**src/rtl/nco_mon_pkg.sv**
```systemverilog
`timescale 1ns/1ps
// Package: shared sizes and the word-pair type of the upset monitor.
// Assumes: power-of-two entry count.
package nco_mon_pkg;
    localparam int unsigned ACC_W   = 32;
    localparam int unsigned ENTRIES = 4;
    localparam int unsigned SEL_W   = $clog2(ENTRIES);
    localparam int unsigned BIT_W   = $clog2(ACC_W);

    typedef struct packed {
        logic [ACC_W-1:0] freq;
        logic [ACC_W-1:0] phase;
    } word_pair_t;
endpackage

```
**src/rtl/nco_word_bank.sv**
```systemverilog
`timescale 1ns/1ps
// Module: table of frequency/phase word pairs for one channel.
// Writes are synchronous. The read of the selected entry is combinational.
// Assumes: wr_idx and rd_idx are always below ENT.
module nco_word_bank #(
    parameter int unsigned W   = 32,
    parameter int unsigned ENT = 4,
    localparam int unsigned SW = $clog2(ENT)
) (
    input  logic          clk,
    input  logic          rst_n,
    input  logic          wr_en,
    input  logic [SW-1:0] wr_idx,
    input  logic [W-1:0]  wr_freq,
    input  logic [W-1:0]  wr_phase,
    input  logic [SW-1:0] rd_idx,
    output logic [W-1:0]  rd_freq,
    output logic [W-1:0]  rd_phase
);
    logic [W-1:0] freq_q  [ENT];
    logic [W-1:0] phase_q [ENT];

    for (genvar e = 0; e < ENT; e++) begin : g_entry
        // Store one entry on a matching write; clear on reset.
        always_ff @(posedge clk) begin
            if (!rst_n) begin
                freq_q[e]  <= '0;
                phase_q[e] <= '0;
            end else if (wr_en && (wr_idx == SW'(e))) begin
                freq_q[e]  <= wr_freq;
                phase_q[e] <= wr_phase;
            end
        end
    end

    // Present the selected entry.
    always_comb begin
        rd_freq  = freq_q[rd_idx];
        rd_phase = phase_q[rd_idx];
    end

    AST_WRITE_STORES: assert property (@(posedge clk) disable iff (!rst_n)
        wr_en |=> (freq_q[$past(wr_idx)] == $past(wr_freq))) else $error("write lost");
endmodule

```
**src/rtl/nco_phase_acc.sv**
```systemverilog
`timescale 1ns/1ps
// Module: one phase accumulator.
// On a sync edge it loads the phase word; on any other edge it adds the
// frequency word. The optional flip inverts one bit of the next value.
// Assumes: the flip is tied off for channels that are not tested.
module nco_phase_acc #(
    parameter int unsigned W  = 32,
    localparam int unsigned BW = $clog2(W)
) (
    input  logic          clk,
    input  logic          rst_n,
    input  logic          sync_evt,
    input  logic [W-1:0]  freq,
    input  logic [W-1:0]  phase,
    input  logic          flip_en,
    input  logic [BW-1:0] flip_idx,
    output logic [W-1:0]  acc_q
);
    logic [W-1:0] nxt_base;
    logic [W-1:0] flip_mask;

    // Choose between reload and step, and build the test flip mask.
    always_comb begin
        nxt_base  = sync_evt ? phase : (acc_q + freq);
        flip_mask = flip_en ? ({{(W-1){1'b0}}, 1'b1} << flip_idx) : '0;
    end

    // Register the next accumulator value.
    always_ff @(posedge clk) begin
        if (!rst_n) acc_q <= '0;
        else        acc_q <= nxt_base ^ flip_mask;
    end

    AST_SYNC_LOAD: assert property (@(posedge clk) disable iff (!rst_n)
        (sync_evt && !flip_en) |=> (acc_q == $past(phase))) else $error("reload");
    AST_STEP_ADD: assert property (@(posedge clk) disable iff (!rst_n)
        (!sync_evt && !flip_en) |=> (acc_q - $past(acc_q) == $past(freq))) else $error("step");
    AST_FLIP_ONE_BIT: assert property (@(posedge clk) disable iff (!rst_n)
        flip_en |=> ($countones(acc_q ^ $past(nxt_base)) == 1)) else $error("flip");
endmodule

```
**src/rtl/nco_upset_cmp.sv**
```systemverilog
`timescale 1ns/1ps
// Module: arming logic and sticky upset flag.
// Arming needs a sync event taken with equal selects. It waits one edge
// after the reload and is dropped by any split of the selects.
// Assumes: sync_evt has already been chosen from its source.
module nco_upset_cmp #(
    parameter int unsigned W = 32
) (
    input  logic         clk,
    input  logic         rst_n,
    input  logic         sync_evt,
    input  logic         sel_eq,
    input  logic [W-1:0] acc_a,
    input  logic [W-1:0] acc_b,
    input  logic         clr,
    output logic         armed,
    output logic         upset_flag
);
    logic synced_q;
    logic mismatch;

    // Live mismatch, counted only when armed with equal selects.
    always_comb mismatch = armed && sel_eq && (acc_a != acc_b);

    // Remember a sync event taken with equal selects; drop it on any split.
    always_ff @(posedge clk) begin
        if (!rst_n)        synced_q <= 1'b0;
        else if (sync_evt) synced_q <= sel_eq;
        else if (!sel_eq)  synced_q <= 1'b0;
    end

    // Arm one edge after the reload while the selects stay equal.
    always_ff @(posedge clk) begin
        if (!rst_n) armed <= 1'b0;
        else        armed <= !sync_evt && synced_q && sel_eq;
    end

    // Sticky flag: a mismatch sets it, write-1 clears it, set wins.
    always_ff @(posedge clk) begin
        if (!rst_n)        upset_flag <= 1'b0;
        else if (mismatch) upset_flag <= 1'b1;
        else if (clr)      upset_flag <= 1'b0;
    end

    AST_SYNC_DISARMS: assert property (@(posedge clk) disable iff (!rst_n)
        sync_evt |=> !armed) else $error("armed on reload");
    AST_MISMATCH_SETS: assert property (@(posedge clk) disable iff (!rst_n)
        (armed && sel_eq && (acc_a != acc_b)) |=> upset_flag) else $error("missed");
    AST_FLAG_STICKY: assert property (@(posedge clk) disable iff (!rst_n)
        (upset_flag && !clr) |=> upset_flag) else $error("flag dropped");
    AST_SPLIT_DISARMS: assert property (@(posedge clk) disable iff (!rst_n)
        !sel_eq |=> !armed) else $error("armed while split");
endmodule

```
**src/rtl/nco_pair_upset_mon.sv**
```systemverilog
`timescale 1ns/1ps
// Module: top of the dual-channel accumulator upset monitor.
// Builds one word table and one accumulator per channel, selects the sync
// source and feeds both accumulators to the comparator.
// Assumes: the host keeps entry n equal in both tables.
module nco_pair_upset_mon
    import nco_mon_pkg::*;
(
    input  logic             clk,
    input  logic             rst_n,
    input  logic             cfg_wr_en,
    input  logic             cfg_chan,
    input  logic [SEL_W-1:0] cfg_idx,
    input  logic [ACC_W-1:0] cfg_freq,
    input  logic [ACC_W-1:0] cfg_phase,
    input  logic [SEL_W-1:0] sel_a,
    input  logic [SEL_W-1:0] sel_b,
    input  logic             sync_src_sel,
    input  logic             sysref_in,
    input  logic             lane_align_start,
    input  logic             upset_clr,
    input  logic             flip_en,
    input  logic [BIT_W-1:0] flip_idx,
    output logic [ACC_W-1:0] acc_a,
    output logic [ACC_W-1:0] acc_b,
    output logic             chk_armed,
    output logic             upset_flag
);
    localparam int unsigned NCH = 2;

    logic             sync_evt;
    logic             sel_eq;
    logic [SEL_W-1:0] sel_ch [NCH];
    logic [ACC_W-1:0] acc_ch [NCH];
    word_pair_t       pair_ch [NCH];

    // Pick the sync source and compare the selects.
    always_comb begin
        sync_evt  = sync_src_sel ? lane_align_start : sysref_in;
        sel_eq    = (sel_a == sel_b);
        sel_ch[0] = sel_a;
        sel_ch[1] = sel_b;
    end

    for (genvar c = 0; c < NCH; c++) begin : g_chan
        nco_word_bank #(.W(ACC_W), .ENT(ENTRIES)) i_bank (
            .clk      (clk),
            .rst_n    (rst_n),
            .wr_en    (cfg_wr_en && (cfg_chan == 1'(c))),
            .wr_idx   (cfg_idx),
            .wr_freq  (cfg_freq),
            .wr_phase (cfg_phase),
            .rd_idx   (sel_ch[c]),
            .rd_freq  (pair_ch[c].freq),
            .rd_phase (pair_ch[c].phase)
        );

        nco_phase_acc #(.W(ACC_W)) i_acc (
            .clk      (clk),
            .rst_n    (rst_n),
            .sync_evt (sync_evt),
            .freq     (pair_ch[c].freq),
            .phase    (pair_ch[c].phase),
            .flip_en  (flip_en && (c == 1)),
            .flip_idx (flip_idx),
            .acc_q    (acc_ch[c])
        );
    end

    nco_upset_cmp #(.W(ACC_W)) i_cmp (
        .clk        (clk),
        .rst_n      (rst_n),
        .sync_evt   (sync_evt),
        .sel_eq     (sel_eq),
        .acc_a      (acc_ch[0]),
        .acc_b      (acc_ch[1]),
        .clr        (upset_clr),
        .armed      (chk_armed),
        .upset_flag (upset_flag)
    );

    // Bring the accumulators out.
    always_comb begin
        acc_a = acc_ch[0];
        acc_b = acc_ch[1];
    end

    AST_RESET_CLEAR: assert property (@(posedge clk)
        !rst_n |=> (acc_a == '0 && acc_b == '0 && !chk_armed && !upset_flag)) else $error("reset");
endmodule

```
**config.mk**
```make
export PLATFORM = sky130hd
export DESIGN_NAME = nco_pair_upset_mon
export DESIGN_NICKNAME = d
export VERILOG_FILES = /design/src/rtl/nco_mon_pkg.sv /design/src/rtl/nco_word_bank.sv /design/src/rtl/nco_phase_acc.sv /design/src/rtl/nco_upset_cmp.sv /design/src/rtl/nco_pair_upset_mon.sv
export SDC_FILE = /design/constraint.sdc
export NUM_CORES = 1
export LEC_CHECK = 0
export ABC_AREA = 1
export BUFFER_PORTS_ARGS = -buffer_cell sky130_fd_sc_hd__buf_2
export CORE_MARGIN = 4
export CORE_UTILIZATION = 25
export DETAILED_ROUTE_END_ITERATION = 7
export PLACE_DENSITY = 0.39
export SETUP_SLACK_MARGIN = 0.3
export SLEW_MARGIN = 20
export SYNTH_ARGS = -nofsm -noshare
export SYNTH_HDL_FRONTEND = slang
export SYNTH_SLANG_ARGS = --single-unit
```
**constraint.sdc**
```tcl
create_clock -name clk -period 6.9 [get_ports clk]
set_input_delay 1.38 -clock clk [delete_from_list [all_inputs] [get_ports clk]]
set_output_delay 1.38 -clock clk [all_outputs]
set_load 0.03 [all_outputs]
```
Yosys cells after proc, flatten, opt, wreduce, memory -nomap -nowiden:

Memories as Yosys holds them, arrays and structs flattened.
Index checks and enable logic that the tools add are counted.

* input bits: 84
* logic and storage cells: 102
* register bits after elaboration: 67
* output and inout bits: 66
* RAM bits: 512
* memories kept: 4

* bitwise gates (word level): 18
* reduce and logical (&&, ||, !) cells: 17
* mux-type cells: 49
* equality and inequality tests: 6
* shifts and indexed selects: 1
* $add $sub $neg: 2

Memory list
* g_chan[0].i_bank.freq_q: depth 4, bits a word 32, rd ports 1, clocked after memory_dff 0, wr ports 4, line nco_word_bank.sv:20 `logic [W-1:0] freq_q [ENT];`
* g_chan[0].i_bank.phase_q: depth 4, bits a word 32, rd ports 1, clocked after memory_dff 0, wr ports 4, line nco_word_bank.sv:21 `logic [W-1:0] phase_q [ENT];`
* g_chan[1].i_bank.freq_q: depth 4, bits a word 32, rd ports 1, clocked after memory_dff 0, wr ports 4, line nco_word_bank.sv:20
* g_chan[1].i_bank.phase_q: depth 4, bits a word 32, rd ports 1, clocked after memory_dff 0, wr ports 4, line nco_word_bank.sv:21

Operators with widths (number)
* $mux 32: 19
* $add 32x32->32: 2
* $ne 32x32->1: 1
* $shl 1x5->32 const A: 1
* $xor 32x32->32: 1
* $mux 1: 30
* $or 1x1->1: 16
* $logic_and 1x1->1: 14
* $eq 2x2->1 const B: 2
* $eq 2x1->1 const B: 1
* $eq 2x2->1: 1
* $logic_not 2->1: 1
* $ne 2x2->1 const B: 1
* $reduce_bool 2->1: 1
* $logic_not 1->1: 1
* $not 1->1: 1

Longest topological paths before layout:

Gate-level depths: netlist of the first run.

* depth in word-level cells: 7
* mapped depth: 22
* depth with buffers taken out: 19

Hierarchy:

Synthesis of the first run repeated with hierarchy kept, for this count alone.

* cell total of the unflattened synthesis: 4458
* area, all modules: 34047.7 um2

By module, submodules not included
* nco_word_bank: sequential area each 7687.4 um2, area each 12484.5 um2, instances 2, cells each 1366
* nco_phase_acc (g_chan[0].i_acc): sequential area each 640.6 um2, area each 4235.3 um2, instances 1, cells each 798
* nco_phase_acc (g_chan[1].i_acc): sequential area each 640.6 um2, area each 4179.0 um2, instances 1, cells each 796
* nco_upset_cmp: sequential area each 60.1 um2, area each 591.8 um2, instances 1, cells each 113
* nco_pair_upset_mon: sequential area each 0.0 um2, area each 72.6 um2, instances 1, cells each 19

Worst setup path after synthesis of the first run:

OpenSTA, ideal clock, no wires.

* path kind: input-to-reg
* start: input cfg_idx[1]
* end: memory g_chan[1].i_bank.freq_q[3][0] (enable)
* data arrival time: 6.401 ns
* stages on the path: 3
* path slack: -0.082 ns
* path buffers: 1
* data required time: 6.319 ns
* cells stage by stage: buf_2 -> inv_2 -> o31ai_1

RTL lines
* start: declaration: line nco_pair_upset_mon.sv:13 `input logic [SEL_W-1:0] cfg_idx,`
* end: declaration: line nco_word_bank.sv:20

Worst setup path after layout of the first run:

* start: input sel_a[1]
* end: register g_chan[0].i_acc.acc_q[28]

* word-level cells in the longest chain between the ends: 3

RTL lines
* start: declaration: line nco_pair_upset_mon.sv:16 `input logic [SEL_W-1:0] sel_a,`
* $mem_v2 4x32
* $add 32x32->32: line nco_phase_acc.sv:24 `nxt_base = sync_evt ? phase : (acc_q + freq);`
* $mux 32 (*): line nco_phase_acc.sv:24
* end signal: assignment: line nco_phase_acc.sv:31 `else acc_q <= nxt_base ^ flip_mask;`
* end: declaration: line nco_phase_acc.sv:17 `output logic [W-1:0] acc_q`

Every way passes the cells marked *; elsewhere a longest branch is shown, timed or not.
A chain may end at the register's enable or synchronous reset.

==> results of run 1 <==
## sequential cells by signal (all words and copies together) (netlist names)
signal / cells
i_cmp.synced_q: 1
i_cmp.armed: 1
g_chan.i_bank.freq_q: 256
g_chan.i_acc.acc_q: 64
g_chan.i_bank.phase_q: 256
i_cmp.upset_flag: 1
## cell usage after synthesis, types with 5 or more instances
master and instances:
sky130_fd_sc_hd__o21bai_1 8, sky130_fd_sc_hd__nand3_2 6, sky130_fd_sc_hd__nor3_1 23, sky130_fd_sc_hd__o21ai_0 270, sky130_fd_sc_hd__xnor2_1 17, sky130_fd_sc_hd__ha_1 62, sky130_fd_sc_hd__o221ai_1 23, sky130_fd_sc_hd__a32o_1 6
sky130_fd_sc_hd__inv_1 270, sky130_fd_sc_hd__nand2_1 501, sky130_fd_sc_hd__buf_1 6, sky130_fd_sc_hd__nor2_1 882, sky130_fd_sc_hd__a21oi_1 110, sky130_fd_sc_hd__nor2_2 5, sky130_fd_sc_hd__inv_2 7, sky130_fd_sc_hd__o22ai_1 88
sky130_fd_sc_hd__edfxtp_1 512, sky130_fd_sc_hd__nand2_2 16, sky130_fd_sc_hd__nand3_1 121, sky130_fd_sc_hd__clkbuf_1 112, sky130_fd_sc_hd__buf_2 37, sky130_fd_sc_hd__o21ai_1 11, sky130_fd_sc_hd__nand4_1 26, sky130_fd_sc_hd__xor2_1 26
sky130_fd_sc_hd__dfxtp_1 67
## metal layers
| metal | routed length (um) | GRT usage | part of all wire |
|---|---|---|---|
| met3 | 7932 | 0.03128 | 0.066 |
| met1 | 56460 | 0.2814 | 0.47 |
| met4 | 3190 | 0.05451 | 0.026 |
| met2 | 52940 | 0.2983 | 0.44 |
| met5 | 29 | 0 | 0.00024 |
## where the power goes
group	internal, W	switching, W	total (W)
logic	0.000540	0.00138	0.00193
clock network	0.00210	0.00153	0.00362
registers	0.00408	0.000274	0.00436
total	0.00672	0.00318	0.00991
## final timing paths
path,cells past startpoint,end
max,15,g_chan[0].i_acc.acc_q[28]$_SDFF_PN0_
min,2,i_cmp.armed$_SDFF_PN0_
max reg2reg,13,g_chan[0].i_acc.acc_q[28]$_SDFF_PN0_
min reg2reg,2,i_cmp.armed$_SDFF_PN0_
## cell families (layout without fill, tap and decap cells)
logic type / count (synthesis) / in the layout / synth area share
compound gates: 545 / 545 / 0.1050
xor+xnor: 43 / 43 / 0.01295
simple gates: 1598 / 1598 / 0.2204
flops: 579 / 579 / 0.5749
other cells: 0 / 2 / 0
fa+ha+maj: 64 / 64 / 0.02806
buf+inv: 438 / 596 / 0.05865
## layout make-up
cell class                      count  area, um2  share of cell area
Multi-Input combinational cell   2250      10740              0.3191
Sequential cell                   579      16720              0.4965
Timing Repair Buffer              189       1079             0.03203
Clock inverter                     25      212.7            0.006318
Inverter                          279       1052             0.03125
Clock buffer                      103       1969             0.05850
Tap cell                         1512       1892             0.05619
Antenna cell                        2      5.005           0.0001487
## worst reg2reg max path, delay by kind of cell, from the launching register on
kind                     cells  cell delay [ps]
buffers and inverters        1               50
AO/OA/AOI/OAI                5             1400
flip-flops                   1              320
AND/OR/NAND/NOR              6              550
adder cells (fa/ha/maj)      1              410
## stage by stage
stage / hold WS, ps / power (W) / instances / TNS [ps] / instance area, um2
floorplan: 422.3 / 0.005529 / 3267 / -9492 / 29080
global placement: 435.4 / 0.006353 / 4809 / 0 / 31480
detailed placement: 436.1 / 0.006352 / 4809 / 0 / 31480
CTS: 444.9 / 0.009998 / 4937 / 0 / 33660
global route: 453.6 / 0.01035 / 4937 / 0 / 33660
finish: 440.4 / 0.009906 / 4939 / 0 / 33670
==> key figures, run 1 <==
Synth
  • Number of cells produced by synthesis: ~3300
  • Leading post-synthesis cells by cell area: sky130_fd_sc_hd__edfxtp_1 53%, sky130_fd_sc_hd__nor2_1 11%, sky130_fd_sc_hd__nand2_1 6.5%
  • Yosys warning total: 0
  • Number of enable-type register cells in the synthesized netlist: slightly above 500
  • Area fraction of the dominant cell type after synthesis: 0.5288
  • Flip-flop and latch count after synthesis: roughly 580
  • Number of distinct library cell variants in the gate-level netlist after synthesis: 51
  • Synth area leader: sky130_fd_sc_hd__edfxtp_1
  • Sequential share of the synthesized area: 0.5749
  • Synth Area per Inst: ~9 um2
  • Share of flip-flops with an asynchronous set or reset after synthesis: 0
  • Cell area after technology mapping: between 0.02 and 0.03 mm2
  • Synthesized netlist net count: 3415
  • Primary flip-flop cell chosen by synthesis mapping: sky130_fd_sc_hd__edfxtp_1

Final layout
  • Leading cell type in the layout, fill and taps excluded: sky130_fd_sc_hd__nor2_1
  • Layout cell share with drive strength beyond 1: 0.1004
  • # fillers: between 10000 and 15000
  • Final core utilization: 0.2928
  • Net total in the final layout: between 3000 and 4000
  • Layout area overhead: 15.79%
  • Leading cell types in the layout, fill and taps excluded: 882 x sky130_fd_sc_hd__nor2_1, 512 x sky130_fd_sc_hd__edfxtp_1, 496 x sky130_fd_sc_hd__nand2_1

Worst hold path
  • Type of the most critical hold path: reg -> reg
  • Start point of the worst hold path: i_cmp.synced_q$_SDFFE_PN0P_

Setup path
  • Number of buffer and inverter stages on the critical path: 3
  • Reg2Reg Launch Point: g_chan[0].i_bank.freq_q[2][15]$_SDFFCE_PN0P_
  • Maximum fanout encountered on the critical timing path: 64
  • Worst reg-to-reg setup slack: 4060 ps
  • Cells along the critical path: buf_2 -> buf_4 -> o21ai_0 -> o22ai_1 -> ha_1 -> a21oi_1 -> o21ai_0 -> a21oi_1 -> nor2_1 -> nor2_1 -> nand2_1 -> nand2_1 -> nand3_1 -> nand3_1 -> inv_1
  • Worst path slowest cell: sky130_fd_sc_hd__buf_4
  • Crit. Startpoint: sel_a[1]
  • Family with the most delay on the worst path: compound AO/OA/AOI/OAI gates
  • Critical path endpoint category: flop
  • Start-to-end type of the worst setup path: in -> reg
  • Worst path max stage delay: 720 ps
  • Type of origin of the critical path: input pin
  • Arrival time at the worst endpoint: approximately 4800 ps
  • Required arrival time at the worst endpoint: 7420 ps

Timing
  • Setup repair after global routing missed its margin: no
  • Final clock skew: approximately 21 ps
  • Fmax achieved: around 230 MHz
  • Total count of max-transition violations in the final report: 0
  • Final worst path period share: 0.6207
  • Normalized max-slew margin: 0.2329
  • Final period demand of the worst path: between 4000 and 5000 ps
  • Count of final setup violators: 0
  • Endpoints failing hold: 0
  • Measured slew at the worst slew-check pin: 1151 ps
  • Final Worst Setup Slack: between 2000 and 3000 ps

CTS
  • Post-CTS Setup Inserts: 0
  • Worst-path clk slew: about 60 ps
  • Clock net sink count: 579
  • CTS max path bufs: 3
  • Clock Tree Root: sky130_fd_sc_hd__clkbuf_16
  • Post-cts hold buffer count: 0
  • Number of clock buffers inserted by TritonCTS: 72
  • H-tree level count: 3
  • Post_cts resized: 0
  • Clock tree from TritonCTS: done
  • Worst skew pair latency: between 600 and 700 ps

Detailed routing
  • Per-cell via count in the routed design: 4.841
  • Drt first-iter violations: around 2100
  • Total DRC errors in the routed layout: 0
  • First-pass iteration count of the detailed router: 5
  • Via count: between 20000 and 25000
  • Post-detailed-route count of antenna-violating nets: 0
  • Routed wire length per instance: 24.41 um
  • Routed wire length: approximately 120000 um

Die
  • Die area: 0.1218 mm2
  • Die boundary width: ~350 um
  • I/O Pins: 150
  • Y dimension of the die: 349.0 um
  • Starting Density: 0.2529
  • Placement Rows: approximately 120
  • Area of the core region: 0.1150 mm2

GRT
  • Wire length of the first global-routing pass: 169700 um
  • Largest net degree at the start of global routing: 68
  • Global-route total usage across every layer: 0.1939
  • Via count of the first global-routing pass: between 20000 and 25000
  • Final global-route overflow total: 0
  • Initial antenna violation count: 17

Run
  • Number of max-cap violations: 0

Placed design
  • Worst Setup Slack post-DPL: between 1500 and 2000 ps
  • Count of buffers from port buffering: around 150
  • GP Congestion: slightly above 0.9
  • DPL Wire Length: approximately 82000 um

Outcome
  • Result of the run: completed

Power
  • Cell Pwr Density: 294.2 mW/mm2
  • Peak ir drop on the vdd network: roughly 160 uV
  • Reported leakage power: roughly 14 nW
(Power assumes the default switching activity.)
==> run 2: changes to the inputs <==
==> constraint.sdc (replaced) <==
create_clock -name clk -period 3.63 [get_ports clk]
set_input_delay 0.726 -clock clk [delete_from_list [all_inputs] [get_ports clk]]
set_output_delay 0.726 -clock clk [all_outputs]
set_load 0.03 [all_outputs]
==> key figures, run 2 (same netlist as run 1, synthesis figures left out) <==
CTS
  • Number of clock buffers inserted by TritonCTS: 69 (-4.2%)
  • Worst skew pair latency: 620 ps (-20 ps)
  • Post-cts hold buffer count: 0 (unchanged)
  • Clock Tree Root: sky130_fd_sc_hd__clkbuf_16
  • Worst-path clk slew: 60 ps (about the same)
  • Post_cts resized: 0 (unchanged)
  • Post-CTS Setup Inserts: 0 (unchanged)
  • H-tree level count: 3 (unchanged)
  • Clock tree from TritonCTS: done
  • CTS max path bufs: 3 (unchanged)
  • Clock net sink count: 579 (unchanged)

Detailed routing
  • Routed wire length per instance: 23.65 um (-3.1%)
  • Via count: 24154 (+1.0%)
  • Routed wire length: 118700 um (-1.6%)
  • Drt first-iter violations: 2395 (+13%)
  • First-pass iteration count of the detailed router: 6 (+1)
  • Per-cell via count in the routed design: 4.814 (-0.54%)
  • Post-detailed-route count of antenna-violating nets: 0 (unchanged)
  • Total DRC errors in the routed layout: 0 (unchanged)

Worst hold path
  • Type of the most critical hold path: in -> reg
  • Start point of the worst hold path: upset_clr
  • Hold worst-path end: i_cmp.upset_flag$_SDFFE_PN0P_
  • Worst Hold Path Cells: 4 (+2)

Timing
  • Worst hold-check slack: 395.2 ps (-45.23 ps)
  • Final clock skew: 17.24 ps (-3.721 ps)
  • Measured slew at the worst slew-check pin: 986.6 ps (-164.0 ps)
  • Normalized max-slew margin: 0.3423 (+0.1093)
  • Count of final setup violators: 0 (unchanged)
  • Final Worst Setup Slack: 735.5 ps (-1881 ps)
  • Final period demand of the worst path: around 2900 ps
  • Total count of max-transition violations in the final report: 0 (unchanged)
  • Fmax achieved: between 300 and 400 MHz
  • Final worst path period share: 0.7974
  • Setup repair after global routing missed its margin: no
  • Endpoints failing hold: 0 (unchanged)

Setup path
  • Number of cells on the worst reg-to-reg path: 12 (-1)
  • Maximum fanout encountered on the critical timing path: 16 (-75%)
  • Type of origin of the critical path: input pin
  • Critical path endpoint category: flop
  • Required arrival time at the worst endpoint: 4140 ps (-3280 ps)
  • Worst reg-to-reg setup slack: 920 ps (-3140 ps)
  • Number of buffer and inverter stages on the critical path: 4 (+1)
  • Arrival time at the worst endpoint: 3400 ps (-1400 ps)
  • Worst path slowest cell: sky130_fd_sc_hd__ha_1
  • Reg2Reg Capture Point: g_chan[1].i_acc.acc_q[14]$_SDFF_PN0_
  • Reg2Reg Launch Point: g_chan[1].i_acc.acc_q[0]$_SDFF_PN0_
  • Family with the most delay on the worst path: compound AO/OA/AOI/OAI gates
  • Cells along the critical path: buf_2 -> inv_2 -> buf_4 -> o21ai_0 -> o22ai_1 -> ha_1 -> nand2_2 -> inv_2 -> a21oi_1 -> nor2_1 -> o21ai_1 -> nand3_1 -> nand2_1 -> nand3_1 -> a21oi_1 -> nor2_1
  • Start-to-end type of the worst setup path: in -> reg
  • Worst path max stage delay: 360 ps (-360 ps)
  • Logic depth of the worst setup path including buffers: 16 (+1)

Placed design
  • DPL Wire Length: 84120 um (+2.6%)
  • Count of buffers from port buffering: 149 (unchanged)
  • Worst Setup Slack post-DPL: 44.57 ps (-1944 ps)
  • GP Congestion: 0.9068 (-2.5%)

Final layout
  • Leading cell type in the layout, fill and taps excluded: sky130_fd_sc_hd__nor2_1
  • Layout area overhead: 18.87%
  • Leading cell types in the layout, fill and taps excluded: 882 x sky130_fd_sc_hd__nor2_1, 512 x sky130_fd_sc_hd__edfxtp_1, 496 x sky130_fd_sc_hd__nand2_1
  • Net total in the final layout: 3593 (+2.1%)
  • Layout cell share with drive strength beyond 1: 0.1212 (+0.02077)
  • # fillers: 12163 (-0.30%)
  • Largest regs: g_chan.i_bank.freq_q (256), g_chan.i_bank.phase_q (256), g_chan.i_acc.acc_q (64)

Outcome
  • Result of the run: completed

Die
  • Starting Density: 0.2529 (unchanged)
  • Placement Rows: 124 (unchanged)
  • Die area: 0.1218 mm2 (unchanged)
  • Y dimension of the die: 349.0 um (unchanged)
  • I/O Pins: 150 (unchanged)
  • Area of the core region: 0.1150 mm2 (unchanged)
  • Die boundary width: 349.0 um (unchanged)

GRT
  • Final global-route overflow total: 0 (unchanged)
  • Wire length of the first global-routing pass: 168700 um (-0.58%)
  • Initial antenna violation count: 20 (+3)
  • Via count of the first global-routing pass: 23076 (+1.3%)
  • Largest net degree at the start of global routing: 69 (+1.5%)
  • Global-route total usage across every layer: 0.1911 (-0.002796)

Run
  • Number of max-cap violations: 0 (unchanged)

Power
  • Reported leakage power: 14.20 nW (+3.6%)
  • Peak ir drop on the vdd network: 299.6 uV (+88%)
  • Cell Pwr Density: 548.9 mW/mm2 (+87%)
==> run 2: layout make-up <==
class / count / area (um2) / area share
clock buffers: 81 / 1793 / 0.05188
inverters: 279 / 1052 / 0.03044
diodes: 7 / 17.52 / 0.0005068
well taps: 1512 / 1892 / 0.05473
repair buffers: 266 / 1992 / 0.05763
flip-flops and latches: 579 / 16720 / 0.4836
multi-input cells: 2250 / 10740 / 0.3108
clock inverters: 43 / 359.1 / 0.01039
==> run 2: metrics by stage <==
step / setup TNS, ps / cell area (um2) / power, W / utilization / cells
CTS: 0 / 34550 / 0.01916 / 0.3005 / 5010
detailed placement: 0 / 32390 / 0.01225 / 0.2818 / 4886
finish: 0 / 34560 / 0.01897 / 0.3006 / 5017
floorplan: -130920 / 29100 / 0.01050 / - / 3267
global placement: -9.462 / 32390 / 0.01228 / 0.2818 / 4886
global route: 0 / 34550 / 0.01982 / 0.3005 / 5010
==> run 2: power breakdown <==
| part | switching [W] | internal [W] |
|---|---|---|
| sequential | 0.000543 | 0.00776 |
| combinational | 0.00265 | 0.00117 |
| clock | 0.00295 | 0.00390 |
| total | 0.00614 | 0.0128 |
==> run 2: worst max path at each step <==
stage | start | endpoint | slack (ps)
2_1_floorplan | cfg_idx[1] | g_chan[1].i_bank.freq_q[2][0]$_SDFFCE_PN0P_ | -710
6_report | sel_b[1] | g_chan[1].i_acc.acc_q[24]$_SDFF_PN0_ | 740
3_5_place_dp | sel_b[1] | g_chan[1].i_acc.acc_q[24]$_SDFF_PN0_ | 40
4_1_cts | sel_b[1] | g_chan[1].i_acc.acc_q[14]$_SDFF_PN0_ | 720
5_1_grt | sel_b[1] | g_chan[1].i_acc.acc_q[24]$_SDFF_PN0_ | 530
3_3_place_gp | sel_b[1] | g_chan[1].i_acc.acc_q[24]$_SDFF_PN0_ | -9
==> run 2: worst register-to-register path: stages (launching register included) <==
cell,delay (ps)
sky130_fd_sc_hd__dfxtp_1,520
sky130_fd_sc_hd__ha_1,370
sky130_fd_sc_hd__fa_1,440
sky130_fd_sc_hd__nand3_1,130
sky130_fd_sc_hd__nand3_2,120
sky130_fd_sc_hd__nand2_1,100
sky130_fd_sc_hd__nand2_2,60
sky130_fd_sc_hd__nand2_1,80
sky130_fd_sc_hd__nand2_2,120
sky130_fd_sc_hd__xor2_1,280
sky130_fd_sc_hd__nand2_1,110
sky130_fd_sc_hd__a21boi_0,190
sky130_fd_sc_hd__nor2_1,70
==> run 2: routing by layer <==
metal | part of all wire | global-route usage | vias up
met2 | 0.43 | 0.2875 | 868
li1 | - | - | 11370
met1 | 0.48 | 0.2885 | 11788
met5 | 0 | 0 | -
met4 | 0.021 | 0.04474 | 0
met3 | 0.065 | 0.02713 | 128
